===== src/rtl/sqs_pkg.sv =====
package sqs_pkg;
  typedef enum logic [1:0] {M_OFF = 2'd0, M_SW = 2'd1, M_EXT = 2'd2, M_TMR = 2'd3} mode_e;
  typedef enum logic [1:0] {Q_IDLE = 2'd0, Q_ACTIVE = 2'd1, Q_PAUSE = 2'd2} qstat_e;
  typedef enum logic [2:0] {S_IDLE, S_FETCH, S_DECODE, S_BUSY, S_PAUSE} seq_st_e;
endpackage


===== src/rtl/sqs_cwmem.sv =====
module sqs_cwmem #(
  parameter int DEPTH = 16,
  parameter int CW_W  = 7,
  localparam int AW   = $clog2(DEPTH)
) (
  input  logic            clk,
  input  logic            we,
  input  logic [AW-1:0]   waddr,
  input  logic [CW_W-1:0] wdata,
  input  logic [AW-1:0]   raddr,
  output logic [CW_W-1:0] rdata
);
  logic [CW_W-1:0] mem [DEPTH];

  always_ff @(posedge clk) begin
    if (we) mem[waddr] <= wdata;
    rdata <= mem[raddr];
  end
endmodule


===== src/rtl/sqs_trig.sv =====
module sqs_trig
  import sqs_pkg::*;
#(
  parameter int TMR_W = 16
) (
  input  logic             clk,
  input  logic             rst,
  input  logic [1:0]       mode_i,
  input  logic             ext_i,
  input  logic [TMR_W-1:0] period_i,
  output logic             trig_o
);
  logic [2:0]       sync_q;
  logic [TMR_W-1:0] cnt_q;
  logic             rise, expire;

  assign rise   = sync_q[1] & ~sync_q[2];
  assign expire = (cnt_q == '0);

  always_ff @(posedge clk) begin
    if (rst) begin
      sync_q <= '0;
      cnt_q  <= '0;
      trig_o <= 1'b0;
    end else begin
      sync_q <= {sync_q[1:0], ext_i};
      if (mode_e'(mode_i) != M_TMR || expire) cnt_q <= period_i;
      else                                    cnt_q <= cnt_q - 1'b1;
      trig_o <= (mode_e'(mode_i) == M_EXT && rise) ||
                (mode_e'(mode_i) == M_TMR && expire);
    end
  end

  p_single_edge_r6: assert property (@(posedge clk) disable iff (rst)
    rise |=> !rise);
endmodule


===== src/rtl/sqs_ctrl.sv =====
module sqs_ctrl
  import sqs_pkg::*;
#(
  parameter int DEPTH = 16,
  parameter int CH_W  = 6,
  localparam int AW   = $clog2(DEPTH)
) (
  input  logic            clk,
  input  logic            rst,
  input  logic [1:0]      mode_i,
  input  logic            arm_wr_i,
  input  logic            arm_val_i,
  input  logic            ovr_clr_i,
  input  logic            trig_i,
  output logic [AW-1:0]   rd_addr_o,
  input  logic [CH_W:0]   rd_data_i,
  output logic            conv_req_o,
  output logic [CH_W-1:0] conv_ch_o,
  input  logic            conv_done_i,
  output logic            arm_o,
  output logic [1:0]      status_o,
  output logic            ovr_o
);
  localparam logic [CH_W-1:0] EOQ  = {CH_W{1'b1}};
  localparam logic [AW-1:0]   LAST = AW'(DEPTH - 1);

  seq_st_e         st_q;
  mode_e           mode_n, mode_q;
  logic [AW-1:0]   ptr_q;
  logic            arm_q, ovr_q, pz_q;
  logic            mode_chg, executing, trig_mode;

  assign mode_n    = mode_e'(mode_i);
  assign mode_chg  = (mode_n != mode_q);
  assign executing = (st_q == S_FETCH) || (st_q == S_DECODE) || (st_q == S_BUSY);
  assign trig_mode = (mode_q == M_EXT) || (mode_q == M_TMR);
  assign rd_addr_o = ptr_q;
  assign arm_o     = arm_q;
  assign ovr_o     = ovr_q;

  always_comb begin
    case (st_q)
      S_IDLE:  status_o = Q_IDLE;
      S_PAUSE: status_o = Q_PAUSE;
      default: status_o = Q_ACTIVE;
    endcase
  end

  always_ff @(posedge clk) begin
    if (rst) begin
      st_q       <= S_IDLE;
      mode_q     <= M_OFF;
      ptr_q      <= '0;
      arm_q      <= 1'b0;
      ovr_q      <= 1'b0;
      pz_q       <= 1'b0;
      conv_req_o <= 1'b0;
      conv_ch_o  <= '0;
    end else begin
      mode_q <= mode_n;
      if (ovr_clr_i) ovr_q <= 1'b0;
      if (trig_i && executing && !mode_chg && trig_mode) ovr_q <= 1'b1;
      if (arm_wr_i && st_q == S_IDLE) arm_q <= arm_val_i;
      if (mode_chg) begin
        st_q       <= S_IDLE;
        ptr_q      <= '0;
        conv_req_o <= 1'b0;
      end else begin
        case (st_q)
          S_IDLE:
            if (arm_q && (mode_q == M_SW || (trig_mode && trig_i))) begin
              ptr_q <= '0;
              st_q  <= S_FETCH;
            end
          S_FETCH: st_q <= S_DECODE;
          S_DECODE:
            if (rd_data_i[CH_W-1:0] == EOQ) begin
              arm_q <= 1'b0;
              st_q  <= S_IDLE;
            end else begin
              conv_req_o <= 1'b1;
              conv_ch_o  <= rd_data_i[CH_W-1:0];
              pz_q       <= rd_data_i[CH_W];
              st_q       <= S_BUSY;
            end
          S_BUSY:
            if (conv_done_i) begin
              conv_req_o <= 1'b0;
              if (ptr_q == LAST) begin
                arm_q <= 1'b0;
                st_q  <= S_IDLE;
              end else begin
                ptr_q <= ptr_q + AW'(1);
                st_q  <= (pz_q && mode_q != M_SW) ? S_PAUSE : S_FETCH;
              end
            end
          S_PAUSE: if (trig_i) st_q <= S_FETCH;
          default: st_q <= S_IDLE;
        endcase
      end
    end
  end

  p_req_hold_r2: assert property (@(posedge clk) disable iff (rst)
    (conv_req_o && !conv_done_i && !mode_chg) |=> conv_req_o);
  p_req_drop_r2: assert property (@(posedge clk) disable iff (rst)
    (conv_req_o && conv_done_i) |=> !conv_req_o);
  p_arm_hold_r5: assert property (@(posedge clk) disable iff (rst)
    (st_q != S_IDLE) |=> ($stable(arm_q) || (!arm_q && st_q == S_IDLE)));
  p_abort_r11: assert property (@(posedge clk) disable iff (rst)
    mode_chg |=> (st_q == S_IDLE && !conv_req_o));
  p_ovr_sticky_r10: assert property (@(posedge clk) disable iff (rst)
    (ovr_q && !ovr_clr_i) |=> ovr_q);
  p_pause_mode_r8: assert property (@(posedge clk) disable iff (rst)
    (st_q == S_PAUSE) |-> trig_mode);
endmodule


===== src/rtl/scan_queue_seq.sv =====
module scan_queue_seq
  import sqs_pkg::*;
#(
  parameter int DEPTH = 16,
  parameter int CH_W  = 6,
  parameter int TMR_W = 16,
  localparam int AW   = $clog2(DEPTH),
  localparam int CW_W = CH_W + 1
) (
  input  logic             clk,
  input  logic             rst,
  input  logic [1:0]       mode_i,
  input  logic             arm_wr_i,
  input  logic             arm_val_i,
  input  logic             ovr_clr_i,
  input  logic             ext_trig_i,
  input  logic [TMR_W-1:0] tmr_period_i,
  input  logic             cw_we_i,
  input  logic [AW-1:0]    cw_addr_i,
  input  logic [CW_W-1:0]  cw_data_i,
  output logic             conv_req_o,
  output logic [CH_W-1:0]  conv_ch_o,
  input  logic             conv_done_i,
  output logic             arm_o,
  output logic [1:0]       status_o,
  output logic             ovr_o
);
  logic            trig;
  logic [AW-1:0]   rd_addr;
  logic [CW_W-1:0] rd_data;

  sqs_trig #(.TMR_W(TMR_W)) u_trig (
    .clk(clk), .rst(rst), .mode_i(mode_i), .ext_i(ext_trig_i),
    .period_i(tmr_period_i), .trig_o(trig)
  );

  sqs_cwmem #(.DEPTH(DEPTH), .CW_W(CW_W)) u_mem (
    .clk(clk), .we(cw_we_i), .waddr(cw_addr_i), .wdata(cw_data_i),
    .raddr(rd_addr), .rdata(rd_data)
  );

  sqs_ctrl #(.DEPTH(DEPTH), .CH_W(CH_W)) u_ctrl (
    .clk(clk), .rst(rst), .mode_i(mode_i), .arm_wr_i(arm_wr_i),
    .arm_val_i(arm_val_i), .ovr_clr_i(ovr_clr_i), .trig_i(trig),
    .rd_addr_o(rd_addr), .rd_data_i(rd_data), .conv_req_o(conv_req_o),
    .conv_ch_o(conv_ch_o), .conv_done_i(conv_done_i), .arm_o(arm_o),
    .status_o(status_o), .ovr_o(ovr_o)
  );
endmodule


===== config.mk =====
export PLATFORM = sky130hd
export DESIGN_NAME = scan_queue_seq
export DESIGN_NICKNAME = d
export VERILOG_FILES = /design/src/rtl/sqs_pkg.sv /design/src/rtl/sqs_cwmem.sv /design/src/rtl/sqs_trig.sv /design/src/rtl/sqs_ctrl.sv /design/src/rtl/scan_queue_seq.sv
export SDC_FILE = /design/constraint.sdc
export NUM_CORES = 1
export LEC_CHECK = 0
export CAP_MARGIN = 30
export CORE_AREA = 2 2 116 118
export CTS_CLUSTER_SIZE = 25
export DETAILED_ROUTE_END_ITERATION = 10
export DIE_AREA = 0 0 118 120
export GPL_ROUTABILITY_DRIVEN = 0
export GPL_TIMING_DRIVEN = 0
export PLACE_DENSITY = 0.86
export RECOVER_POWER = 100
export REMOVE_ABC_BUFFERS = 1
export SLEW_MARGIN = 20
export SYNTH_ARGS = -nofsm -noshare
export SYNTH_HDL_FRONTEND = slang
export SYNTH_HIERARCHICAL = 1
export SYNTH_SLANG_ARGS = --single-unit

===== constraint.sdc =====
create_clock -name clk -period 1.9 [get_ports clk]
set_input_delay 0.38 -clock clk [delete_from_list [all_inputs] [get_ports clk]]
set_output_delay 0.38 -clock clk [all_outputs]
set_load 0.01 [all_outputs]

; Yosys cells after proc, flatten, opt, wreduce, memory -nomap -nowiden
; Memory sizes are Yosys's and may differ from the RTL's. A register that Yosys moved wholly into a read port is not among the register bits.
; Index checks and enable logic that the tools add are counted.
[word_totals]
reg_bits = 39
ramBits = 112
elab_cells = 89
n_memories = 1
[op_classes]
add_sub_neg = 2
eq_ne = 19
mux = 26
bitwise = 4
n_reduce_logical = 26
[mem_list]
columns = name, words, word_bits, rd, rd_clocked_by_memory_dff, wr, line
row1 = u_mem.mem, 16, 7, 1, 1, 1, sqs_cwmem.sv:13  ; logic [CW_W-1:0] mem [DEPTH];
[op_table]
columns = cell, count
row1 = zero test 16 bit, 1
row2 = 2-to-1 mux 16 bit, 1
row3 = subtractor 16 x 1 -> 16 bit (second input constant), 1
row4 = 2-to-1 mux 3 bit, 5
row5 = case mux 3 bit (5 select lines), 1
row6 = 2-to-1 mux 4 bit, 3
row7 = inequality test 2 bit (second input constant), 6
row8 = 2-to-1 mux 1 bit, 11
row9 = logical AND 1 bit, 9
row10 = AND reduction 3 bit, 3
row11 = equality test 2 bit (second input constant), 4
row12 = case mux 4 bit (2 select lines), 1
row13 = equality test 3 x 2 -> 1 bit (second input constant), 2
row14 = equality test 6 bit (second input constant), 1
row15 = logical OR 1 bit, 6
row16 = nonzero test 2 bit, 3
row17 = adder 4 x 1 -> 4 bit (second input constant), 1
row18 = equality test 4 bit (second input constant), 1
row19 = case mux 1 bit (2 select lines), 2
row20 = case mux 2 bit (2 select lines), 1
row21 = AND reduction 4 bit, 1
row22 = equality test 3 x 1 -> 1 bit (second input constant), 1
row23 = equality test 3 bit (second input constant), 1
row24 = zero test 3 bit, 1
row25 = 8 further kinds, 10

; Longest topological paths before layout
; Gate-level depths: netlist (run 1).
[depth]
ltp_word = 7
ltp_mapped = 7

; Hierarchy
; The synthesis (run 1) kept the hierarchy.
[by_module_without_submodules]
columns = module, instances, cells_each, area_per_inst_um2
row1 = sqs_cwmem, 1, 203, 4530.6
row2 = sqs_trig, 1, 111, 1099.8
row3 = sqs_ctrl, 1, 114, 1032.2

; Worst setup path after synthesis (run 1)
; Ideal clock, no wire load.
[synth_timing]
kind = input port to flip-flop
from = input port cw_addr_i[2]
to = memory u_mem.mem[0][0], enable pin
setup_time_ns = 0.380
arrival_ns = 1.423
setup_slack_ns = 0.097
cell_stages = 2
n_path_buf = 0
cell_sequence = or3b_2 nor3_1
[synth_lines]
columns = element, line
row1 = "start, declared", scan_queue_seq.sv:19  ; input logic [AW-1:0] cw_addr_i,
row2 = "end, declared", sqs_cwmem.sv:13
; Straight into the memory's write port.

; Worst setup path after layout (run 1)
[layout_timing]
from = register u_ctrl.st_q[1]
to = output port status_o[0]
[layout_via]
elab_chain_cells = 2
[layout_lines]
columns = element, line
row1 = "start, declared", sqs_ctrl.sv:27  ; seq_st_e st_q;
row2 = "start signal, assigned", sqs_ctrl.sv:94  ; st_q <= (pz_q && mode_q != M_SW) ? S_PAUSE : S_FETCH;
row3 = equality test 3 bit / zero test 3 bit (equally long branches), sqs_ctrl.sv:42  ; case (st_q)
row4 = case mux 2 bit (2 select lines) *, sqs_ctrl.sv:42
row5 = "end, declared", scan_queue_seq.sv:25  ; output logic [1:0] status_o,
; Mark *: on every way between the ends. The rest lies on a longest branch, timed or not.

==> results by group, run 1 <==
Logic synthesis
  • Seq/Total Area, Yosys: 0.6430
  • Seq cells post-synth: 158
  • Synth top area share: 0.5048
  • Post-synthesis instance area: 6663 um^2
  • Post-synth EDFFs: 112
  • FFs w/ async S/R, synth: 0
  • Post-Syn Instances: 428
  • Area leader, netlist: edfxtp_1
  • Syn_area_per_cell: 15.57 um^2
  • Synth area leaders: edfxtp_1 50%, dfxtp_1 14%, mux4_1 6.7%, mux4_2 3.7%, a211oi_2 1.9%
  • Count of different cell masters after synthesis: 62
  • Dominant synthesized flop cell: edfxtp_1
  • Ys Warns: 6

Worst setup path
  • Critical path capture point type: output port
  • Crit path kind: flop to output port
  • Worst-path fanout max: 8
  • Worst Path Arrival: 1.47 ns
  • Worst setup SP type: flop
  • Crit path required time: 1.52 ns

Clock tree
  • Skew-Pair Late Insertion Delay: 0.42 ns
  • CTS HTree Levels: 4
  • CTS root buf: clkbuf_16
  • Hold buffer count at cts: 0
  • CTS max path bufs: 2
  • Clock sink count: 158
  • Clock tree from TritonCTS: done
  • CTS Buf Count: 17
  • Reg clk slew, reported paths: 0.06 ns

Detailed routing
  • Antenna-violating nets left: 0
  • DR WL/cell: 20.18 um
  • Via count: 4012
  • DRT Wirelength: 13.85 mm
  • Vias per cell: 5.848
  • Initial DRC Count: 370
  • # DRC: 0
  • Router iterations before antenna repair: 7

Timing
  • Slew of the pin with the lowest slew margin: 0.8253 ns
  • Final Hold Viols: 0
  • Relative slew slack: 0.4498
  • Max frequency: 0.5395 GHz
  • Clock skew: 0.01184 ns
  • Max Slew Vio Count: 0
  • Final period util: 0.9756
  • Post-layout minimum cycle time: 1.854 ns
  • Hold_ws: 0.4582 ns
  • # setup viols final: 0
  • RSZ-0062 raised after global routing: false

Pwr
  • Worst vdd ir: 0.8322 mV
  • Leak pwr: 0.002673 uW
  • Pwr dens: 933.1 nW/um^2

Floorplan
  • Die height: 120 um
  • Die ar.: 14160 um^2
  • Cell row count: 42
  • Core ar.: 12980 um^2
  • I/O Pins: 48
  • Initial Utilization: 0.5133
  • DIE WIDTH: 118 um

Global route
  • GR Overflow Total: 0
  • Initial antenna violation count: 0
  • Largest net degree at the start of global routing: 42
  • Global-route usage over all layers: 0.1994
  • Number of global-route vias before repair: 4030
  • First-pass GRT wire length: 21.38 mm

Finish
  • Layout cells sized above 1: 0.1961
  • Fin area: 7986 um^2
  • Diode count: 0
  • Most common cell after layout, fill and taps aside: edfxtp_1
  • Area growth from synthesis to layout: 19.87%
  • Most frequent cells in the layout: 112 x edfxtp_1, 41 x dfxtp_1, 31 x clkdlybuf4s50_1
  • Nets: 536
  • Filler cells: 937
  • Reg area: 4295 um^2
  • Multi-input combinational cell area: 2227 um^2

Place
  • Dpl cell area: 7232 um^2
  • Input/output buffers: 47
  • DP HPWL: 8.628 mm

Run
  • Maxcap violations: 0

Outcome
  • Status: completed

Worst hold path
  • Hold crit path type: flop to flop
worst paths after layout:
kind                                      endpoint                        startpoint  cells past startpoint  slack, ns
setup / recovery                       status_o[0]       u_ctrl/st_q[1]$_SDFFE_PP0P_                      3       0.05
hold / removal            u_ctrl/pz_q$_SDFFE_PP0P_            u_mem/rdata[6]$_DFF_P_                      2       0.46
setup reg to reg  u_ctrl/rd_addr_o[0]$_SDFFE_PP0P_  u_ctrl/rd_addr_o[1]$_SDFFE_PP0P_                      5       0.13
hold reg to reg           u_ctrl/pz_q$_SDFFE_PP0P_            u_mem/rdata[6]$_DFF_P_                      2       0.46
cell usage after synthesis, types with 5 or more instances:
cell type and number:
edfxtp_1 112, dfxtp_1 46, a21oi_1 21, nor2_1 20
nand2_1 19, mux4_1 17, a22oi_1 15, mux4_2 11
a211oi_2 10, nand2b_1 10, inv_1 9, mux2i_1 9
nand3_1 9, xor2_1 8, nor2b_1 7, or2b_1 7
nor3_1 6, o21ai_0 6, xnor2_1 6, buf_2 5
clkbuf_1 5, nand4_1 5
sequential cells by signal, indices dropped and copies added (netlist names), 2 cells and up:
signal            cells
u_mem/mem           112
u_trig/cnt_q         16
u_mem/rdata           7
u_ctrl/conv_ch_o      6
u_ctrl/rd_addr_o      4
u_ctrl/st_q           3
u_trig/sync_q         3
u_ctrl/mode_q         2
layout make-up:
type | count | area share
tap | 176 | 0.02757
multi-input combinational | 242 | 0.2789
timing repair buffer | 69 | 0.08147
inverter | 9 | 0.004230
sequential | 158 | 0.5378
clock inverter | 14 | 0.01629
clock buffer | 18 | 0.05374
stage by stage:
stage	total power, uW	utilization	instances	setup TNS [ns]	setup WS (ns)
CTS	7463	0.6041	668	0	0.002699
finish	7452	0.6153	686	0	0.04630
global placement	4252	0.5541	632	-52.64	-0.9921
floorplan	4083	-	409	-4.033	-0.3758
global route	7703	0.6153	686	0	0.008918
detailed placement	4275	0.5572	636	-37.50	-0.7457
worst max-delay path, stage by stage, from the launching register on:
cell,delay [ns]
dfxtp_4,0.39
nor2_4,0.05
inv_1,0.08
clkdlybuf4s50_1,0.53
power breakdown:
| part | internal, uW | total, uW | switching (uW) |
|---|---|---|---|
| Clock | 1820 | 3210 | 1390 |
| Combinational | 194 | 417 | 223 |
| Sequential | 3770 | 3820 | 54.3 |
logic make-up (layout without fill, tap and decap cells):
group | count (synthesis) | after routing | share of synthesized area
and+or+nand+nor | 116 | 116 | 0.1059
AOI/OAI and AO/OA | 72 | 72 | 0.08019
muxes | 38 | 38 | 0.1194
xor gates and xnor gates | 14 | 14 | 0.01840
DFF | 158 | 158 | 0.6430
adders and majority gates | 2 | 2 | 0.003755
buffers and inverters | 28 | 110 | 0.02929
routing by layer:
metal	up-vias	GRT usage	wire length, um
li1	1830	-	-
met1	2032	0.2459	5707
met2	136	0.3481	7264
met3	14	0.05513	751
met4	0	0.05271	121
met5	-	0	0
what timing repair did:
action                     in CTS  in global routing
setup endpoints to repair      45                 40
gates resized for setup        15                  6
buffers inserted                0                 18
pin swaps                       1                  2
No activity file was read; power rests on OpenSTA's default activity.
==> run 2, diff against run 1 <==
--- a/config.mk
+++ b/config.mk
@@ -5,18 +5,17 @@
 export SDC_FILE = /design/constraint.sdc
 export NUM_CORES = 1
 export LEC_CHECK = 0
-export CAP_MARGIN = 30
-export CORE_AREA = 2 2 116 118
+export CAP_MARGIN = 20
+export CORE_AREA = 2 2 115 117
 export CTS_CLUSTER_SIZE = 25
 export DETAILED_ROUTE_END_ITERATION = 10
-export DIE_AREA = 0 0 118 120
+export DIE_AREA = 0 0 117 119
 export GPL_ROUTABILITY_DRIVEN = 0
 export GPL_TIMING_DRIVEN = 0
-export PLACE_DENSITY = 0.86
+export PLACE_DENSITY = 0.87
 export RECOVER_POWER = 100
 export REMOVE_ABC_BUFFERS = 1
 export SLEW_MARGIN = 20
 export SYNTH_ARGS = -nofsm -noshare
 export SYNTH_HDL_FRONTEND = slang
-export SYNTH_HIERARCHICAL = 1
 export SYNTH_SLANG_ARGS = --single-unit
==> run 2 against run 1 <==
Effect of this change: the run now ends with setup timing left; flip-flop and latch count unchanged; clock power increased by 12%; synthesized cell count decreased by 0.93%; sequential power about the same; total power increased by 4.8%; maximum frequency decreased by 3.1%; highest routed layer unchanged.
==> results by group, run 2 <==
Outcome
  • Status: complete, but fails checks (was completed)
  • Failing checks: setup timing

Logic synthesis
  • FFs w/ async S/R, synth: 0 (unchanged)
  • Count leader, synth: edfxtp_1 (unchanged)
  • Dominant synthesized flop cell: edfxtp_1 (unchanged)
  • Seq cells post-synth: 158 (unchanged)
  • Post-synthesis instance area: 6605 um^2 (was 6663 um^2)
  • Seq/Total Area, Yosys: 0.6486 (was 0.6430)
  • Area leader, netlist: edfxtp_1 (unchanged)
  • Post-synth EDFFs: 112 (unchanged)
  • Post-Syn Instances: 424 (was 428)
  • Synth top area share: 0.5092 (was 0.5048)
  • Syn_area_per_cell: 15.58 um^2 (was 15.57 um^2)
  • Ys Warns: 0 (was 6)
  • Synth cell count leaders: 112 x edfxtp_1, 46 x dfxtp_1, 27 x a21oi_1 (was 112 x edfxtp_1, 46 x dfxtp_1, 21 x a21oi_1)
  • Synth area leaders: edfxtp_1 51%, dfxtp_1 14%, mux4_1 10%, mux4_2 3.1%, a21oi_1 2.0% (was edfxtp_1 50%, dfxtp_1 14%, mux4_1 6.7%, mux4_2 3.7%, a211oi_2 1.9%)
  • Count of different cell masters after synthesis: 55 (was 62)

Worst hold path
  • Hold path depth: 1 (was 2)
  • Hold_sp: u_trig.sync_q[0]$_SDFF_PP0_ (was u_mem/rdata[6]$_DFF_P_)
  • Min-Delay Endpoint: u_trig.sync_q[1]$_SDFF_PP0_ (was u_ctrl/pz_q$_SDFFE_PP0P_)
  • Hold crit path type: flop to flop (unchanged)

Global route
  • Grt peak-use layer: met2 (unchanged)
  • Number of global-route vias before repair: 4039 (was 4030)
  • First-pass GRT wire length: 21.78 mm (was 21.38 mm)
  • Largest net degree at the start of global routing: 32 (was 42)
  • GR Layer Usage met2: 0.3591 (was 0.3481)
  • Initial antenna violation count: 0 (unchanged)
  • Grt met3 use: 0.04784 (was 0.05513)
  • Met1 Track Usage GR: 0.2699 (was 0.2459)
  • GR Overflow Total: 0 (unchanged)
  • Global-route usage over all layers: 0.2138 (was 0.1994)

Finish
  • Largest regs: u_mem.mem (112), u_trig.cnt_q (16), u_mem.rdata (7) (was u_mem/mem (112), u_trig/cnt_q (16), u_mem/rdata (7))
  • Largest reg by FF count: u_mem.mem (was u_mem/mem)
  • Area growth from synthesis to layout: 20.78% (was 19.87%)
  • Most frequent cells in the layout: 112 x edfxtp_1, 42 x dfxtp_1, 37 x clkdlybuf4s50_1 (was 112 x edfxtp_1, 41 x dfxtp_1, 31 x clkdlybuf4s50_1)
  • Non-Filler Instances: 667 (was 686)
  • Final Util: 0.6196 (was 0.6153)
  • Layout cells sized above 1: 0.1731 (was 0.1961)
  • Max FFs per register: 112 (unchanged)
  • Diode count: 0 (unchanged)
  • Nets: 519 (was 536)
  • Most common cell after layout, fill and taps aside: edfxtp_1 (unchanged)

Timing
  • RSZ-0062 raised after global routing: true (was false)
  • Max Slew Vio Count: 0 (unchanged)
  • # setup viols final: 7 (was 0)
  • Slew of the pin with the lowest slew margin: 1.351 ns (was 0.8253 ns)
  • Final period util: 1.007 (was 0.9756)
  • Final Hold Viols: 0 (unchanged)
  • Max frequency: 0.5225 GHz (was 0.5395 GHz)
  • Clock skew: 0.008856 ns (was 0.01184 ns)
  • Relative slew slack: 0.09934 (was 0.4498)
  • Post-layout minimum cycle time: 1.914 ns (was 1.854 ns)
  • Final setup margin: -0.01394 ns (was 0.04630 ns)

Pwr
  • Worst vdd ir: 0.8674 mV (was 0.8322 mV)
  • Leak pwr: 0.002557 uW (was 0.002673 uW)
  • Pwr dens: 978.9 nW/um^2 (was 933.1 nW/um^2)
  • Tot Pwr: 7810 uW (was 7452 uW)

Floorplan
  • DIE WIDTH: 117 um (was 118 um)
  • Core ar.: 12870 um^2 (was 12980 um^2)
  • Cell row count: 42 (unchanged)
  • Initial Utilization: 0.5130 (was 0.5133)
  • Die height: 119 um (was 120 um)
  • Die ar.: 13920 um^2 (was 14160 um^2)
  • I/O Pins: 48 (unchanged)

Place
  • DP HPWL: 8.748 mm (was 8.628 mm)
  • Dpl cells: 627 (was 636)
  • Input/output buffers: 47 (unchanged)

Detailed routing
  • Router iterations before antenna repair: 4 (was 7)
  • # DRC: 0 (unchanged)
  • DR WL/cell: 21.46 um (was 20.18 um)
  • Via count: 4030 (was 4012)
  • Initial DRC Count: 470 (was 370)
  • Vias per cell: 6.042 (was 5.848)
  • Antenna-violating nets left: 0 (unchanged)
  • DRT Wirelength: 14.31 mm (was 13.85 mm)

Clock tree
  • Skew-Pair Late Insertion Delay: 0.42 ns (about the same)
  • CTS root buf: clkbuf_16 (unchanged)
  • CTS Buf Count: 17 (unchanged)
  • Reg clk slew, reported paths: 0.06 ns (about the same)
  • Clock sink count: 158 (unchanged)
  • CTS HTree Levels: 4 (unchanged)
  • Clock tree from TritonCTS: done (unchanged)
  • CTS max path bufs: 2 (unchanged)

Run
  • Maxcap violations: 0 (unchanged)

Worst setup path
  • Reg2Reg Depth: 7 (was 5)
  • Worst-path fanout max: 7 (was 8)
  • Worst Path Arrival: 1.96 ns (was 1.47 ns)
  • Crit path required time: 1.95 ns (was 1.52 ns)
  • Worst setup SP type: input port (was flop)
  • R2R Setup Slk: 0.04 ns (was 0.13 ns)
  • R2r endpoint: u_trig.cnt_q[7]$_SDFF_PP0_ (was u_ctrl/rd_addr_o[0]$_SDFFE_PP0P_)
  • Critical path capture point type: flop (was output port)
  • R2r startpoint: u_trig.cnt_q[0]$_SDFF_PP0_ (was u_ctrl/rd_addr_o[1]$_SDFFE_PP0P_)
  • Crit path kind: input port to flop (was flop to output port)
## run 2: cell types whose count changed after synthesis, sizes merged, moves of 4 or more
cell	before	now
clkbuf	5	15
mux4	28	35
nor2	21	26
a21oi	21	27
or2b	7	0
a22oi	15	1
mux2i	9	1
nand2b	10	3
o21ai	6	16
nand2	19	13
buf	13	7
nand3	9	13
## run 2: per-layer routing
metal	routed length [um]	part of all wire
met5	0	0
met4	235	0.016
met3	833	0.058
met2	7447	0.52
met1	5797	0.40
## run 2: logic make-up (layout without fill, tap and decap cells)
kind of cell    after synthesis  count (layout)  synth area share
xor+xnor                     13              13           0.01724
fa+ha+maj                     3               3          0.005684
compound gates               79              79           0.07691
simple gates                105             105           0.09244
flops                       158             158            0.6486
mux                          36              36            0.1356
buf+inv                      30              97           0.02349
## run 2: worst max-delay path, stage by stage
cell and delay, ns:
clkdlybuf4s50_1 0.69, nand2_1 0.23, nor2_1 0.65
## run 2: how the worst max path moves through the flow
stage / startpoint / end / slack, ns / depth (start not counted)
after floorplan: u_ctrl.rd_addr_o[0]$_SDFFE_PP0P_ / u_mem.rdata[0]$_DFF_P_ / -0.41 / 2
after global placement: u_ctrl.rd_addr_o[0]$_SDFFE_PP0P_ / u_mem.rdata[0]$_DFF_P_ / -0.95 / 2
after detailed placement: cw_we_i / u_mem.mem[0][5]$_DFFE_PP_ / -0.67 / 4
after CTS: cw_we_i / u_mem.mem[1][2]$_DFFE_PP_ / -0.13 / 3
after global routing: cw_addr_i[0] / u_mem.mem[7][2]$_DFFE_PP_ / -0.07 / 3
final: cw_addr_i[0] / u_mem.mem[7][2]$_DFFE_PP_ / -0.01 / 3
## run 2: layout make-up
class / instances / area (um^2)
clock inverter: 14 / 193.9
fill: 893 / 4897
sequential: 158 / 4294
inverter: 8 / 30.03
tap: 176 / 220.2
clock buffer: 17 / 425.4
timing repair buffer: 58 / 589.3
multi-input combinational: 236 / 2225
## run 2: timing repair
action,CTS,global route
hold buffers,0,0
gates resized for setup,19,15
setup endpoints to repair,82,86
gates cloned,1,0
pin swaps,1,2
buffers inserted,3,5
## run 2: metrics by stage
step                cell area (um^2)  hold slack (ns)  setup TNS (ns)  setup slack, ns
finish                          7978           0.4619        -0.05452         -0.01394
global route                    7978           0.4763          -1.132         -0.07289
CTS                             7926           0.4657          -2.286          -0.1266
detailed placement              7201           0.4255          -54.04          -0.6673
global placement                7171           0.4459          -52.43          -0.9517
floorplan                       6480           0.4138          -4.104          -0.4142
## run 2: where the power goes
| group | total [uW] | switching (uW) | internal, uW |
|---|---|---|---|
| clock network | 3590 | 1470 | 2120 |
| registers | 3820 | 58.1 | 3770 |
| logic | 396 | 214 | 183 |
| total | 7810 | 1740 | 6070 |
==> run 3, diff against run 2 <==
--- a/config.mk
+++ b/config.mk
@@ -12,7 +12,7 @@
 export DIE_AREA = 0 0 117 119
 export GPL_ROUTABILITY_DRIVEN = 0
 export GPL_TIMING_DRIVEN = 0
-export PLACE_DENSITY = 0.87
+export PLACE_DENSITY = 0.84
 export RECOVER_POWER = 100
 export REMOVE_ABC_BUFFERS = 1
 export SLEW_MARGIN = 20
==> constraint.sdc (replaced) <==
create_clock -name clk -period 2.2 [get_ports clk]
set_input_delay 0.44 -clock clk [delete_from_list [all_inputs] [get_ports clk]]
set_output_delay 0.44 -clock clk [all_outputs]
set_load 0.01 [all_outputs]
==> run 3 against run 2 <==
Effect of this change: the run now ends clean; via count shrank 0.99%; first-iteration DRC count shrank 7.2%; utilization shrank 1.1 points; die area is the same; sequential power shrank 14%; cell count shrank 1.3%; flip-flop and latch count is the same; total power shrank 16%; setup slack gained 0.11 ns; critical path type unchanged; largest power group unchanged.
==> results by group, run 3 (synthesized netlist as in run 2, its figures left out) <==
Worst setup path
  • Crit path required time: 2.24 ns (was 1.95 ns)
  • Critical path capture point type: flop (unchanged)
  • Crit path kind: input port to flop (unchanged)
  • Worst-path fanout max: 7 (unchanged)
  • Crit-path cells: clkdlybuf4s50_1 -> or3b_2 -> nor2_1 (was clkdlybuf4s50_1 -> nand2_1 -> nor2_1)
  • Crit-path slowest cell: nor2_1 (was clkdlybuf4s50_1)
  • Worst setup SP type: input port (unchanged)
  • Reg2Reg Depth: 3 (was 7)
  • R2R Setup Slk: 0.19 ns (was 0.04 ns)
  • Max incr delay on CP: 0.65 ns (was 0.69 ns)
  • Worst Path Arrival: 2.14 ns (was 1.96 ns)

Place
  • DP HPWL: 8.294 mm (was 8.748 mm)
  • Input/output buffers: 47 (unchanged)
  • Dpl ws: -0.3222 ns (was -0.6673 ns)

Timing
  • RSZ-0062 raised after global routing: false (was true)
  • Max Slew Vio Count: 0 (unchanged)
  • # setup viols final: 0 (was 7)
  • Clock skew: 0.01005 ns (was 0.008856 ns)
  • Final setup margin: 0.09553 ns (was -0.01394 ns)
  • Hold_ws: 0.4498 ns (was 0.4619 ns)
  • Slew of the pin with the lowest slew margin: 1.123 ns (was 1.351 ns)
  • Relative slew slack: 0.2487 (was 0.09934)
  • Max frequency: 0.4752 GHz
  • Final Hold Viols: 0 (unchanged)
  • Post-layout minimum cycle time: 2.104 ns
  • Final period util: 0.9566

Finish
  • Filler cells: 922 (was 893)
  • Largest reg by FF count: u_mem.mem (unchanged)
  • Most frequent cells in the layout: 112 x edfxtp_1, 42 x dfxtp_1, 29 x clkdlybuf4s50_1 (was 112 x edfxtp_1, 42 x dfxtp_1, 37 x clkdlybuf4s50_1)
  • Layout cells sized above 1: 0.1203 (was 0.1731)
  • Most common cell after layout, fill and taps aside: edfxtp_1 (unchanged)
  • Area growth from synthesis to layout: 18.60% (was 20.78%)
  • Nets: 510 (was 519)
  • Multi-input combinational cell area: 2191 um^2 (was 2225 um^2)
  • Largest regs: u_mem.mem (112), u_trig.cnt_q (16), u_mem.rdata (7) (unchanged)
  • Diode count: 0 (unchanged)
  • Max FFs per register: 112 (unchanged)
  • Final Util: 0.6085 (was 0.6196)
  • Reg area: 4292 um^2 (was 4294 um^2)

Floorplan
  • Core ar.: 12870 um^2 (unchanged)
  • Cell row count: 42 (unchanged)
  • DIE WIDTH: 117 um (unchanged)
  • Die height: 119 um (unchanged)
  • I/O Pins: 48 (unchanged)
  • Initial Utilization: 0.5130 (unchanged)
  • Die ar.: 13920 um^2 (unchanged)

Detailed routing
  • Vias per cell: 6.064 (was 6.042)
  • Via count: 3990 (was 4030)
  • # DRC: 0 (unchanged)
  • Initial DRC Count: 436 (was 470)
  • Router iterations before antenna repair: 7 (was 4)
  • DR WL/cell: 19.53 um (was 21.46 um)
  • Antenna-violating nets left: 0 (unchanged)
  • DRT Wirelength: 12.85 mm (was 14.31 mm)

Pwr
  • Leak pwr: 0.002514 uW (was 0.002557 uW)
  • Worst vdd ir: 0.5780 mV (was 0.8674 mV)
  • Pwr dens: 837.2 nW/um^2 (was 978.9 nW/um^2)
  • Tot Pwr: 6558 uW (was 7810 uW)

Global route
  • Largest net degree at the start of global routing: 32 (unchanged)
  • GR Overflow Total: 0 (unchanged)
  • Number of global-route vias before repair: 3926 (was 4039)
  • Initial antenna violation count: 0 (unchanged)
  • Global-route usage over all layers: 0.1957 (was 0.2138)
  • First-pass GRT wire length: 20.29 mm (was 21.78 mm)

Clock tree
  • CTS HTree Levels: 4 (unchanged)
  • Clock sink count: 158 (unchanged)
  • Hold buffer count at cts: 0 (unchanged)
  • CTS max path bufs: 2 (unchanged)
  • Clock tree from TritonCTS: done (unchanged)
  • Skew-Pair Late Insertion Delay: 0.42 ns (about the same)
  • CTS Buf Count: 17 (unchanged)
  • CTS root buf: clkbuf_16 (unchanged)
  • Reg clk slew, reported paths: 0.06 ns (about the same)

Worst hold path
  • Hold crit path type: flop to flop (unchanged)
  • Hold path depth: 1 (unchanged)

Outcome
  • Status: completed (was complete, but fails checks)

Run
  • Maxcap violations: 0 (unchanged)
==> run 3: power by group <==
part / leakage [uW] / switching [uW] / internal, uW
Sequential: 0.00139 / 49.0 / 3260
Clock: 0.000284 / 1150 / 1790
Combinational: 0.000836 / 169 / 140
==> run 3: cell type report <==
class                   instances  area share
clock inverters                12     0.02076
clock buffers                  19     0.05526
multi-input cells             236      0.2797
inverters                       8    0.003833
repair buffers                 49     0.06453
well taps                     176     0.02811
flip-flops and latches        158      0.5478
==> run 3: repair_timing <==
action	4_1_cts	5_1_grt
pin swaps	1	0
buffers inserted	1	0
resized for setup	2	4
endpoints found under the setup margin	15	19
==> run 3: path summary, 6_finish.rpt <==
path,from,to
min reg2reg,u_trig.sync_q[0]$_SDFF_PP0_,u_trig.sync_q[1]$_SDFF_PP0_
max,cw_we_i,u_mem.mem[2][6]$_DFFE_PP_
max reg2reg,u_ctrl.rd_addr_o[0]$_SDFFE_PP0P_,u_mem.rdata[1]$_DFF_P_
min,u_trig.sync_q[0]$_SDFF_PP0_,u_trig.sync_q[1]$_SDFF_PP0_
==> run 3: critical path: cells and delay by family <==
kind	cells	cell delay (ns)
simple gates	2	1.17
buf+inv	1	0.53
==> run 3: per-stage QoR <==
stage / TNS, ns / area [um^2] / instances
6_report: 0 / 7834 / 658
5_1_grt: 0 / 7834 / 658
4_1_cts: 0 / 7818 / 658
3_5_place_dp: -16.27 / 7211 / 626
3_3_place_gp: -21.42 / 7171 / 625
2_1_floorplan: -0.7996 / 6480 / 402
==> run 3: routing by layer <==
metal	vias up	GRT usage	routed length, um
li1	1809	-	-
met1	1990	0.2594	5431
met2	177	0.3132	6485
met3	14	0.05445	802
met4	0	0.06544	131
met5	-	0	0
